<file path="src/rtl/gpio_bank_pkg.sv">
package gpio_bank_pkg;
  localparam int unsigned BUS_W  = 32;
  localparam int unsigned ADDR_W = 8;

  typedef enum logic [ADDR_W-1:0] {
    OFS_MODE   = 8'h00,
    OFS_DIR    = 8'h04,
    OFS_DOUT   = 8'h08,
    OFS_DIN    = 8'h0C,
    OFS_STAT   = 8'h10,
    OFS_CLR    = 8'h14,
    OFS_EN     = 8'h18,
    OFS_UNMASK = 8'h1C,
    OFS_POL    = 8'h20,
    OFS_SENSE  = 8'h24,
    OFS_OSEL   = 8'h40,
    OFS_BOTH   = 8'h4C
  } reg_ofs_e;
endpackage

</file>
<file path="src/rtl/gpio_in_sync.sv">
module gpio_in_sync #(
  parameter int unsigned WIDTH  = 32,
  parameter int unsigned STAGES = 2
) (
  input  logic             clk,
  input  logic             rst_n,
  input  logic [WIDTH-1:0] raw_i,
  output logic [WIDTH-1:0] sync_o
);
  logic [WIDTH-1:0] stage_q [STAGES];
  logic [WIDTH-1:0] stage_d [STAGES];

  always_comb begin
    stage_d[0] = raw_i;
    for (int s = 1; s < STAGES; s++) stage_d[s] = stage_q[s-1];
  end

  always_ff @(posedge clk or negedge rst_n) begin
    if (!rst_n) begin
      for (int s = 0; s < STAGES; s++) stage_q[s] <= '0;
    end else begin
      for (int s = 0; s < STAGES; s++) stage_q[s] <= stage_d[s];
    end
  end

  assign sync_o = stage_q[STAGES-1];
endmodule

</file>
<file path="src/rtl/gpio_sense.sv">
module gpio_sense #(
  parameter int unsigned LINES = 32
) (
  input  logic             clk,
  input  logic             rst_n,
  input  logic [LINES-1:0] sync_i,
  input  logic [LINES-1:0] mode_i,
  input  logic [LINES-1:0] pol_i,
  input  logic [LINES-1:0] sense_i,
  input  logic [LINES-1:0] both_i,
  input  logic [LINES-1:0] clr_i,
  output logic [LINES-1:0] status_o
);
  logic [LINES-1:0] prev_q;
  logic [LINES-1:0] latch_q, latch_d;
  logic [LINES-1:0] set_w;

  for (genvar n = 0; n < LINES; n++) begin : g_line
    logic rise_w, fall_w, hit_w;
    assign rise_w   = sync_i[n] & ~prev_q[n];
    assign fall_w   = ~sync_i[n] & prev_q[n];
    assign hit_w    = both_i[n] ? (rise_w | fall_w) : (pol_i[n] ? fall_w : rise_w);
    assign set_w[n] = mode_i[n] & sense_i[n] & hit_w;
    assign status_o[n] = mode_i[n] & (sense_i[n] ? latch_q[n] : (sync_i[n] ^ pol_i[n]));
  end

  // A new event outranks a simultaneous clear so that no edge is lost.
  always_comb latch_d = (latch_q & ~clr_i) | set_w;

  always_ff @(posedge clk or negedge rst_n) begin
    if (!rst_n) begin
      prev_q  <= '0;
      latch_q <= '0;
    end else begin
      prev_q  <= sync_i;
      latch_q <= latch_d;
    end
  end

  assert_clear_R8: assert property (@(posedge clk) disable iff (!rst_n)
    (clr_i != '0) |=> ((latch_q & $past(clr_i & ~set_w)) == '0));

  assert_set_wins_R12: assert property (@(posedge clk) disable iff (!rst_n)
    (set_w != '0) |=> ((latch_q & $past(set_w)) == $past(set_w)));
endmodule

</file>
<file path="src/rtl/gpio_regfile.sv">
module gpio_regfile
  import gpio_bank_pkg::*;
#(
  parameter int unsigned LINES = 32
) (
  input  logic              clk,
  input  logic              rst_n,
  input  logic              sel_i,
  input  logic              en_i,
  input  logic              wr_i,
  input  logic [ADDR_W-1:0] addr_i,
  input  logic [BUS_W-1:0]  wdata_i,
  output logic [BUS_W-1:0]  rdata_o,
  input  logic [LINES-1:0]  din_i,
  input  logic [LINES-1:0]  status_i,
  output logic [LINES-1:0]  mode_o,
  output logic [LINES-1:0]  dir_o,
  output logic [LINES-1:0]  dout_o,
  output logic [LINES-1:0]  pol_o,
  output logic [LINES-1:0]  sense_o,
  output logic [LINES-1:0]  both_o,
  output logic [LINES-1:0]  irq_en_o,
  output logic [LINES-1:0]  clr_o
);
  logic [LINES-1:0] mode_q, dir_q, dout_q, pol_q, sense_q, both_q, osel_q, en_q;
  logic [LINES-1:0] mode_d, dir_d, dout_d, pol_d, sense_d, both_d, osel_d, en_d;
  logic [LINES-1:0] wval;
  logic wr_stb;
  logic we_mode, we_dir, we_dout, we_pol, we_sense, we_both, we_osel, we_en, we_unmask, we_clr;

  assign wr_stb = sel_i & en_i & wr_i;
  assign wval   = wdata_i[LINES-1:0];

  assign we_mode   = wr_stb && (addr_i == OFS_MODE);
  assign we_dir    = wr_stb && (addr_i == OFS_DIR);
  assign we_dout   = wr_stb && (addr_i == OFS_DOUT);
  assign we_pol    = wr_stb && (addr_i == OFS_POL);
  assign we_sense  = wr_stb && (addr_i == OFS_SENSE);
  assign we_both   = wr_stb && (addr_i == OFS_BOTH);
  assign we_osel   = wr_stb && (addr_i == OFS_OSEL);
  assign we_en     = wr_stb && (addr_i == OFS_EN);
  assign we_unmask = wr_stb && (addr_i == OFS_UNMASK);
  assign we_clr    = wr_stb && (addr_i == OFS_CLR);

  always_comb begin
    mode_d  = we_mode  ? wval : mode_q;
    dir_d   = we_dir   ? wval : dir_q;
    dout_d  = we_dout  ? wval : dout_q;
    pol_d   = we_pol   ? wval : pol_q;
    sense_d = we_sense ? wval : sense_q;
    both_d  = we_both  ? wval : both_q;
    osel_d  = we_osel  ? wval : osel_q;
    en_d    = en_q;
    if (we_en)     en_d = en_q & wval;
    if (we_unmask) en_d = en_q | wval;
  end

  always_ff @(posedge clk or negedge rst_n) begin
    if (!rst_n) begin
      mode_q <= '0; dir_q <= '0; dout_q <= '0; pol_q <= '0;
      sense_q <= '0; both_q <= '0; osel_q <= '0; en_q <= '0;
    end else if (wr_stb) begin
      mode_q <= mode_d; dir_q <= dir_d; dout_q <= dout_d; pol_q <= pol_d;
      sense_q <= sense_d; both_q <= both_d; osel_q <= osel_d; en_q <= en_d;
    end
  end

  always_comb begin
    rdata_o = '0;
    case (addr_i)
      OFS_MODE:  rdata_o[LINES-1:0] = mode_q;
      OFS_DIR:   rdata_o[LINES-1:0] = dir_q;
      OFS_DOUT:  rdata_o[LINES-1:0] = dout_q;
      OFS_DIN:   rdata_o[LINES-1:0] = din_i;
      OFS_STAT:  rdata_o[LINES-1:0] = status_i;
      OFS_EN:    rdata_o[LINES-1:0] = en_q;
      OFS_POL:   rdata_o[LINES-1:0] = pol_q;
      OFS_SENSE: rdata_o[LINES-1:0] = sense_q;
      OFS_OSEL:  rdata_o[LINES-1:0] = osel_q;
      OFS_BOTH:  rdata_o[LINES-1:0] = both_q;
      default:   rdata_o = '0;
    endcase
  end

  assign mode_o   = mode_q;
  assign dir_o    = dir_q;
  assign dout_o   = dout_q;
  assign pol_o    = pol_q;
  assign sense_o  = sense_q;
  assign both_o   = both_q;
  assign irq_en_o = en_q;
  assign clr_o    = we_clr ? wval : '0;

  assert_unmask_sets_R9: assert property (@(posedge clk) disable iff (!rst_n)
    we_unmask |=> ((en_q & $past(wval)) == $past(wval)));

  assert_enable_zero_clears_R9: assert property (@(posedge clk) disable iff (!rst_n)
    we_en |=> ((en_q & ~$past(wval)) == '0));
endmodule

</file>
<file path="src/rtl/gpio_irq_bank.sv">
module gpio_irq_bank
  import gpio_bank_pkg::*;
#(
  parameter int unsigned LINES = 32
) (
  input  logic              clk,
  input  logic              rst_n,
  input  logic              psel,
  input  logic              penable,
  input  logic              pwrite,
  input  logic [ADDR_W-1:0] paddr,
  input  logic [BUS_W-1:0]  pwdata,
  output logic [BUS_W-1:0]  prdata,
  input  logic [LINES-1:0]  pad_in,
  output logic [LINES-1:0]  pad_out,
  output logic [LINES-1:0]  pad_oe,
  output logic              irq
);
  logic rst_meta_q, rst_core_n;
  logic [LINES-1:0] din_w, status_w, mode_w, dir_w, dout_w;
  logic [LINES-1:0] pol_w, sense_w, both_w, irq_en_w, clr_w;

  // Reset asserts at once and releases on a clock edge.
  always_ff @(posedge clk or negedge rst_n) begin
    if (!rst_n) begin
      rst_meta_q <= 1'b0;
      rst_core_n <= 1'b0;
    end else begin
      rst_meta_q <= 1'b1;
      rst_core_n <= rst_meta_q;
    end
  end

  gpio_in_sync #(.WIDTH(LINES), .STAGES(2)) u_sync (
    .clk(clk), .rst_n(rst_core_n), .raw_i(pad_in), .sync_o(din_w)
  );

  gpio_regfile #(.LINES(LINES)) u_regs (
    .clk(clk), .rst_n(rst_core_n),
    .sel_i(psel), .en_i(penable), .wr_i(pwrite), .addr_i(paddr),
    .wdata_i(pwdata), .rdata_o(prdata),
    .din_i(din_w), .status_i(status_w),
    .mode_o(mode_w), .dir_o(dir_w), .dout_o(dout_w), .pol_o(pol_w),
    .sense_o(sense_w), .both_o(both_w), .irq_en_o(irq_en_w), .clr_o(clr_w)
  );

  gpio_sense #(.LINES(LINES)) u_sense (
    .clk(clk), .rst_n(rst_core_n), .sync_i(din_w), .mode_i(mode_w),
    .pol_i(pol_w), .sense_i(sense_w), .both_i(both_w), .clr_i(clr_w),
    .status_o(status_w)
  );

  assign pad_out = dout_w;
  assign pad_oe  = dir_w & ~mode_w;
  assign irq     = |(status_w & irq_en_w);

  assert_no_drive_on_irq_line_R2: assert property (@(posedge clk) disable iff (!rst_core_n)
    $rose(irq) |-> ((status_w & irq_en_w & mode_w) != '0));
endmodule

</file>
<file path="config.mk">
export PLATFORM = sky130hd
export DESIGN_NAME = gpio_irq_bank
export DESIGN_NICKNAME = d
export VERILOG_FILES = /design/src/rtl/gpio_bank_pkg.sv /design/src/rtl/gpio_in_sync.sv /design/src/rtl/gpio_sense.sv /design/src/rtl/gpio_regfile.sv /design/src/rtl/gpio_irq_bank.sv
export SDC_FILE = /design/constraint.sdc
export NUM_CORES = 1
export LEC_CHECK = 0
export ABC_CLOCK_PERIOD_IN_PS = 11700
export BUFFER_PORTS_ARGS = -buffer_cell sky130_fd_sc_hd__buf_2
export CAP_MARGIN = 20
export CELL_PAD_IN_SITES_DETAIL_PLACEMENT = 0
export CELL_PAD_IN_SITES_GLOBAL_PLACEMENT = 2
export CORE_ASPECT_RATIO = 1.25
export CORE_MARGIN = 4
export CORE_UTILIZATION = 37
export DETAILED_ROUTE_END_ITERATION = 10
export GPL_TIMING_DRIVEN = 0
export HOLD_SLACK_MARGIN = 0.1
export PLACE_DENSITY_LB_ADDON = 0.08
export SYNTH_ARGS = -nofsm -noshare
export SYNTH_HDL_FRONTEND = slang
export SYNTH_SLANG_ARGS = --single-unit
</file>
<file path="constraint.sdc">
create_clock -name clk -period 11.7 [get_ports clk]
set_input_delay 0.585 -clock clk [delete_from_list [all_inputs] [get_ports clk]]
set_output_delay 0.585 -clock clk [all_outputs]
set_load 0.01 [all_outputs]
</file>
* Word level (Yosys, flattened, before mapping)
Cells that the tools add are included.
** Storage, ports and cells
- Bits in registers :: 386
- Input bits :: 77
- Output and inout bits :: 97
- Logic and storage cells :: 444
** Operators by class
- Equal/unequal tests :: 11
- Mux-type cells :: 100
- Bitwise gates (word level) :: 298
- Reductions and logical operators :: 21
** Operators with widths (number)
- $pmux 32 s10 :: 1
- $and 1x1->1 :: 162
- $and 32x32->32 :: 4
- $mux 1 :: 96
- $mux 32 :: 3
- $not 1->1 :: 64
- $not 32->32 :: 2
- $or 32x32->32 :: 2
- $eq 8x5->1 const B :: 4
- $or 1x1->1 :: 32
- $reduce_or 32->1 :: 1
- $xor 1x1->1 :: 32
- $eq 8x4->1 const B :: 2
- $eq 8x6->1 const B :: 2
- $eq 8x7->1 const B :: 2
- $reduce_and 2->1 :: 8
- $logic_and 1x1->1 :: 10
- $eq 8x3->1 const B :: 1
- $logic_not 8->1 :: 1
- $reduce_bool 2->1 :: 1

* Logic depth before layout (Yosys ltp)
Gate-level depths: netlist (run 1).
- Depth in word-level cells :: 7
- Depth in mapped cells :: 8
- Gate-level depth less buffers :: 6

* By module
Synthesis (run 1) repeated with hierarchy kept, for this count alone.
** Second synthesis, totals
- Cell total of the unflattened synthesis :: 1685
- Area total of the unflattened synthesis :: 19145.9 sq um
** By module, submodules not included
- gpio_regfile :: times used 1, cells an instance 1085, area each 12728.5 sq um, seq. area each 6406.1 sq um
- gpio_sense :: times used 1, cells an instance 480, area each 4404.2 sq um, seq. area each 1601.5 sq um
- gpio_in_sync :: times used 1, cells an instance 64, area each 1601.5 sq um, seq. area each 1601.5 sq um
- gpio_irq_bank :: times used 1, cells an instance 56, area each 411.6 sq um, seq. area each 50.0 sq um

* Least setup slack after synthesis (run 1)
No wires, ideal clock.
- Path type :: input port to output port
- Start :: in paddr[7]
- End :: out prdata[2]
- Data arrival time :: 2.136 ns
- Data required time :: 11.115 ns
- Slack :: 8.979 ns
- Cell stages on the path :: 8
- Buffers on the path :: 3
- Path through :: buf_6 > or4_1 > buf_2 > nor2_1 > buf_4 > a22o_1 > a21oi_1 > nand4_1
** On the way
- Longest elaborated chain between the ends :: 2
- Elaborated cells on any way between the ends :: 11
- Those cells by class :: 9 x eq/ne; 1 x mux; 1 x reduce/logical
** Ends and longest elaborated chain
- from (decl) :: line gpio_irq_bank.sv:11 : input logic [ADDR_W-1:0] paddr,
- $eq 8x7->1 (tied with other cells) :: line gpio_regfile.sv:70 : case (addr_i)
- $pmux 32 s10 * :: line gpio_regfile.sv:70
- to (decl) :: line gpio_irq_bank.sv:13 : output logic [BUS_W-1:0] prdata,
Mark *: on every way between the ends. The rest lies on a longest branch, timed or not.

* Worst setup path after layout (run 1)
- Start :: in paddr[2]
- End :: out prdata[26]
The elaborated chain is that of the path after synthesis.

==> flow_metrics.tcl, run 1 <==
set metrics [dict create \
    status "finished clean" \
    cts_hold_buf 28 \
    drive_above_1_share 0.2884 \
    yosysSeqAreaShare 0.5171 \
    first_iter_violations 1206 \
    row_count 91 \
    max_freq_ghz 0.2187 \
    cts.sinks 386 \
    leakage_nw 10.80 \
    syn_avg_cell_area_sq_um 11.84 \
    worstSetupEndpointType "output port" \
    report.final.slew_viol_count 0 \
    pin_count 174 \
    clk_latency_ns 0.58 \
    period_needed_ns 4.573 \
    cp_cell_sequence "buf_2, buf_2, nor3_1, clkbuf_1, clkbuf_1, o21ai_0, nand4_1, buf_2" \
    finalPower_w 0.003001 \
    wl_per_cell_microns 27.38 \
    antenna_found_initial 3 \
    design_area_sq_um 22180 \
    finalSetupTns_ns 0 \
    port_buffers 138 \
    synth_top_area_frac 0.5171 \
    critPathSlowestCell "clkbuf_1" \
    hold_violations 0 \
    cts_resized 0 \
    grt_util_all_layers 0.2471 \
    dpl.hpwl_mm 46.37 \
    place_congestion 0.8479 \
    cts_buffer_depth 3 \
    cts_buffers 44 \
    fin_nets 1940 \
    path_clk_slew_ns 0.06 \
    hold_class "in -> reg" \
    synth_seq_cells 386 \
    dieArea_sq_um 54160 \
    layout_setup_ws_ns 7.127 \
    route.detailed.drc 0 \
    place_ws_ns 7.166 \
    wl_mm 68.10 \
    crit_top_cell "buf_2" \
    powerDensity_nw_per_um2 135.3 \
    cts_max_level 2 \
    critPathRequiredTime_ns 11.12 \
    synth.area.top_cells "dfrtp_1 (52%), mux2_2 (12%), ha_1 (4.3%)" \
    rsz0062_at_grt "no" \
    vias 14050 \
    tightest_slew_ns 1.200 \
    cpPeakStageDelay_ns 0.90 \
    synth_cells 1577 \
    ant_nets 0 \
    cpLargestDelayFamily "buffers and inverters" \
    cp-start-kind "primary input" \
    die_x_microns 209.0 \
    synth_ff_type "dfrtp_1" \
    syn_area_sq_um 18680 \
    slew_headroom 0.1982 \
    cts_tree "built" \
    area.growth.synth_to_final_pct 18.76 \
    fillerInstances 4747 \
    fin_skew_ns 0.02321 \
    root_buffer "clkbuf_16" \
    peakVddDrop_uv 104.4 \
    coreArea_sq_um 49640 \
    grt_max_degree 64 \
    crit_buf_inv 5 \
    utilization 0.4468 \
    crit_fanout 10 \
    grt_pass1_vias 14280 \
    max_cap_viol_count 0 \
    finalSetupViolCount 0 \
    post_synth_num_cell_types 61 \
    initial_core_util 0.3762 \
    fp.dieH_microns 259.2 \
    post_cts_buffers 0 \
    finalCritPeriodShare 0.3909 \
    synth-edff-count 0 \
    via_per_inst 5.649 \
    synthArstFlopShare 1.000 \
    critPathArrivalTime_ns 3.99 \
    placed_area_sq_um 20400 \
    grt_pass1_wl_mm 99.71 \
    syn_nets 1718 \
    grt.overflow.total 0 \
    synth_top_cell_by_area "dfrtp_1" \
    yosys_warnings 0 \
    critPathKind "in -> out" \
    drtPass1Iterations 5 \
]
-- state kept, by name, indices dropped and copies added, names as in the netlist, 32 cells and up --
name,count
u_regs.both_o,32
u_regs.dir_o,32
u_regs.dout_o,32
u_regs.irq_en_o,32
u_regs.mode_o,32
u_regs.osel_q,32
u_regs.pol_o,32
u_regs.sense_o,32
u_sense.latch_q,32
u_sense.prev_q,32
u_sync.stage_d,32
u_sync.sync_o,32
-- where the power goes --
group | leakage (nW) | internal (W) | switching [W]
clock network | 0.741 | 0.000849 | 0.000590
registers | 5.15 | 0.00137 | 0.0000347
logic | 4.91 | 0.0000591 | 0.000103
total | 10.8 | 0.00227 | 0.000727
-- per-layer routing --
metal / track usage / vias up / wire length [microns]
met5: 0 / - / 7
met4: 0.07579 / 2 / 2345
met3: 0.03409 / 112 / 3353
met2: 0.4154 / 412 / 33060
met1: 0.3340 / 7242 / 29340
li1: - / 6281 / -
-- layout by cell type, fill, tap and decap left out, types with 34 or more instances in the layout --
cell type	n
a21oi_1	73
o2111ai_1	51
nand2_1	74
buf_2	196
nor2_1	76
mux2_2	206
clkbuf_16	45
dfrtp_1	385
inv_1	68
a32o_1	34
ha_1	64
a22oi_1	48
nor2b_1	66
-- worst register-to-register path, delay by kind of cell, from the launching register on --
family,cells,cell delay (ns)
buf+inv,3,1.10
flops,1,0.87
-- synthesized netlist by cell type, types with 4 or more instances --
library cell and number:
ha_1 64, nand3_1 26, nor3_1 4, a22o_1 16, a32oi_1 4, o22ai_1 6, dfrtp_1 386, a22oi_1 48
xor2_1 31, o21ai_0 31, mux2_2 206, inv_1 68, a211oi_1 33, o2111ai_1 51, o211ai_1 10, nand2b_1 30
nor2_1 76, a32o_1 34, and3_1 4, nor3_4 7, nor2b_1 66, nor4_1 4, a21oi_1 73, mux2i_1 9
a221oi_1 8, clkbuf_1 25, buf_2 58, mux2_1 17, nand4_1 16, a222oi_1 24, or4b_1 4, nand2_1 74
nor2_2 4, buf_6 12, buf_4 11
-- layout make-up --
type	count	area [sq um]	share of cell area
clock buffer	65	1321	0.05956
timing repair buffer	176	1179	0.05313
inverter	68	255.2	0.01151
multi-input combinational	1017	8174	0.3685
tap	651	814.5	0.03672
buffer	106	601.8	0.02713
sequential	386	9663	0.4356
antenna	2	5.005	0.0002256
clock inverter	16	168.9	0.007615
-- metrics by stage --
| stage | hold slack [ns] | cells |
|---|---|---|
| after floorplan | 0.2894 | 1577 |
| after global placement | 0.3320 | 2366 |
| after detailed placement | 0.3347 | 2375 |
| after CTS | 0.1015 | 2484 |
| after global routing | 0.1085 | 2487 |
| final | 0.1346 | 2487 |
-- worst paths after layout --
| path | to | cells past startpoint | slack, ns | startpoint |
|---|---|---|---|---|
| max | prdata[26] | 8 | 7.13 | paddr[2] |
| min | u_sync.stage_d[20] | 1 | 0.13 | pad_in[20] |
| max reg2reg | u_regs.both_o[2] | 3 | 9.84 | rst_core_n |
| min reg2reg | u_sync.sync_o[14] | 0 | 0.34 | u_sync.stage_d[14] |
| max in group asynchronous | u_regs.both_o[2] | 3 | 9.84 | rst_core_n |
| min in group asynchronous | rst_core_n | 2 | 0.32 | rst_n |
-- logic make-up after synthesis --
family                   synth area share
flip-flops                         0.5171
AO/OA/AOI/OAI                      0.1435
AND/OR/NAND/NOR                   0.09492
multiplexers                       0.1405
buffers and inverters             0.04589
adder cells (fa/ha/maj)           0.04287
XOR/XNOR                          0.01501
other                           0.0002008
No activity file was read; power rests on OpenSTA's default activity.
==> inputs of run 2 (changes only) <==
--- a/config.mk
+++ b/config.mk
@@ -5,14 +5,14 @@
 export SDC_FILE = /design/constraint.sdc
 export NUM_CORES = 1
 export LEC_CHECK = 0
-export ABC_CLOCK_PERIOD_IN_PS = 11700
+export ABC_CLOCK_PERIOD_IN_PS = 4650
 export BUFFER_PORTS_ARGS = -buffer_cell sky130_fd_sc_hd__buf_2
 export CAP_MARGIN = 20
 export CELL_PAD_IN_SITES_DETAIL_PLACEMENT = 0
 export CELL_PAD_IN_SITES_GLOBAL_PLACEMENT = 2
 export CORE_ASPECT_RATIO = 1.25
 export CORE_MARGIN = 4
-export CORE_UTILIZATION = 37
+export CORE_UTILIZATION = 41
 export DETAILED_ROUTE_END_ITERATION = 10
 export GPL_TIMING_DRIVEN = 0
 export HOLD_SLACK_MARGIN = 0.1
==> constraint.sdc (replaced) <==
create_clock -name clk -period 4.65 [get_ports clk]
set_input_delay 0.2325 -clock clk [delete_from_list [all_inputs] [get_ports clk]]
set_output_delay 0.2325 -clock clk [all_outputs]
set_load 0.01 [all_outputs]
==> run 2 against run 1 <==
Effect of this change:
- via count is 1.8% higher
- critical path type unchanged
- non-clock buffer count is 39 higher
- die area is 9.4% lower
- routed wire length is 3.2% lower
- worst setup slack worse by 6.2 ns
- power is 140% higher
- highest routed layer is now met4
- global-route usage is 2.2 points higher
- largest cell class unchanged
- clock skew is 0.0014 ns lower
==> flow_metrics.tcl, run 2 (synthesis gave the netlist of run 1 again) <==
set metrics [dict create \
    grt_util_all_layers 0.2691 \
    vias 14310 \
    crit_top_cell "buf_2" \
    path_clk_slew_ns 0.06 \
    clk_latency_ns 0.58 \
    wl_per_cell_microns 26.94 \
    cts_max_level 2 \
    hold_violations 0 \
    period_needed_ns 3.772 \
    cts_buffers 44 \
    pin_count 174 \
    clkPwrFrac 0.460 \
    insertedDiodeCount 0 \
    cpPeakStageDelay_ns 0.91 \
    peakVddDrop_uv 254.4 \
    leakage_nw 10.91 \
    min_to "u_regs.irq_en_o[31]" \
    layout_setup_ws_ns 0.8781 \
    drive_above_1_share 0.2794 \
    root_buffer "clkbuf_16" \
    grt_max_degree 67 \
    place_congestion 0.8806 \
    reg2reg_slack_ns 3.03 \
    port_buffers 138 \
    area.growth.synth_to_final_pct 19.67 \
    cts.sinks 386 \
    worst_r2r_path_depth 3 \
    coreArea_sq_um 45070 \
    wl_mm 65.90 \
    cp-start-kind "primary input" \
    cp_cell_sequence "buf_2, nor4_1, clkbuf_1, nand2_1, o2bb2ai_1, a221oi_1, nand4_1, buf_2" \
    crit_fanout 10 \
    finalCritPeriodShare 0.8112 \
    first_iter_violations 1046 \
    critPathKind "in -> out" \
    drtPass1Iterations 9 \
    die_x_microns 198.9 \
    holdPathStages 3 \
    ant_nets 0 \
    rsz0062_at_grt "no" \
    status "finished clean" \
    critPathSlowestCell "nor4_1" \
    combPwrFrac 0.059 \
    sw_frac_of_total 0.2405 \
    powerDensity_nw_per_um2 327.4 \
    via_per_inst 5.850 \
    max_freq_ghz 0.2651 \
    final_common_cell "dfrtp_1" \
    fin_skew_ns 0.02183 \
    grt_pass1_wl_mm 97.10 \
    row_count 87 \
    cts_buffer_depth 3 \
    min_from "pwdata[31]" \
    fin_nets 1979 \
    fp.dieH_microns 246.6 \
    reg2reg_from "rst_core_n" \
    cts_tree "built" \
    report.final.slew_viol_count 0 \
    layout_common_cells "dfrtp_1 (385), mux2_2 (206), buf_2 (198), nor2_1 (76), nand2_1 (74)" \
    tightest_slew_ns 1.145 \
    place_ws_ns 0.8216 \
    power.switching_w 0.001760 \
    cts_resized 0 \
    final-instance-count-excl-fill 2446 \
    worstSetupEndpointType "output port" \
    post_cts_buffers 0 \
    hold_ws_ns 0.1446 \
    r2r_end "u_sync.stage_d[7]" \
    cts_hold_buf 64 \
    slew_headroom 0.2365 \
    dp_cells 2306 \
    dieArea_sq_um 49060 \
    p_seq_frac 0.481 \
    finalSetupViolCount 0 \
    dpl.hpwl_mm 44.54 \
    max_cap_viol_count 0 \
    antenna_found_initial 0 \
    hold_class "in -> reg" \
    critPathRequiredTime_ns 4.42 \
    route.detailed.drc 0 \
    initial_core_util 0.4145 \
    critPathArrivalTime_ns 3.54 \
    grt.overflow.total 0 \
    power.internal_w 0.005558 \
    grt_pass1_vias 14520 \
]
run 2: critical path: cells and delay by family:
family | cells | cell delay, ns
buffers and inverters | 3 | 1.12
and+or+nand+nor | 3 | 1.74
AOI/OAI and AO/OA | 2 | 0.41
run 2: stage by stage:
step	total power [W]	utilization	TNS (ns)	area, sq um
6_report	0.007318	0.4960	0	22350
4_1_cts	0.007419	0.4960	0	22350
3_5_place_dp	0.003977	0.4516	0	20350
3_3_place_gp	0.003946	0.4459	-285.07	20100
2_1_floorplan	0.003788	-	0	18680
5_1_grt	0.007604	0.4960	0	22350
run 2: power groups by stage:
| stage | Combinational, W | Sequential, W | Clock [W] |
|---|---|---|---|
| after floorplan | 0.000191 | 0.00360 | 0 |
| after global placement | 0.000304 | 0.00364 | 0 |
| after detailed placement | 0.000396 | 0.00358 | 0 |
| after CTS | 0.000440 | 0.00352 | 0.00346 |
| after global routing | 0.000482 | 0.00353 | 0.00359 |
| final | 0.000433 | 0.00352 | 0.00336 |
run 2: routing by layer:
layer | track usage | vias to the layer above | part of all wire
met5 | 0 | - | 0
met4 | 0.08068 | 0 | 0.032
met3 | 0.04227 | 106 | 0.056
met2 | 0.4537 | 451 | 0.49
met1 | 0.3585 | 7411 | 0.42
li1 | - | 6340 | -
run 2: how the worst max path moves through the flow:
stage | from | slack, ns | cells past startpoint | end
after global placement | rst_core_n | -0.79 | 0 | u_sync.stage_d[7]
after CTS | paddr[6] | 0.84 | 8 | prdata[20]
after detailed placement | paddr[6] | 0.82 | 8 | prdata[20]
after global routing | paddr[6] | 0.81 | 8 | prdata[20]
final | paddr[6] | 0.88 | 8 | prdata[20]
after floorplan | rst_core_n | 0.85 | 0 | u_regs.both_o[0]
run 2: final cells by class:
class | count | area (sq um)
clock buffer | 65 | 1281
sequential | 386 | 9663
clock inverter | 11 | 80.08
buffer | 106 | 601.8
inverter | 68 | 255.2
tap | 578 | 723.2
multi-input combinational | 1017 | 8168
fill | 4282 | 22710
timing repair buffer | 215 | 1579
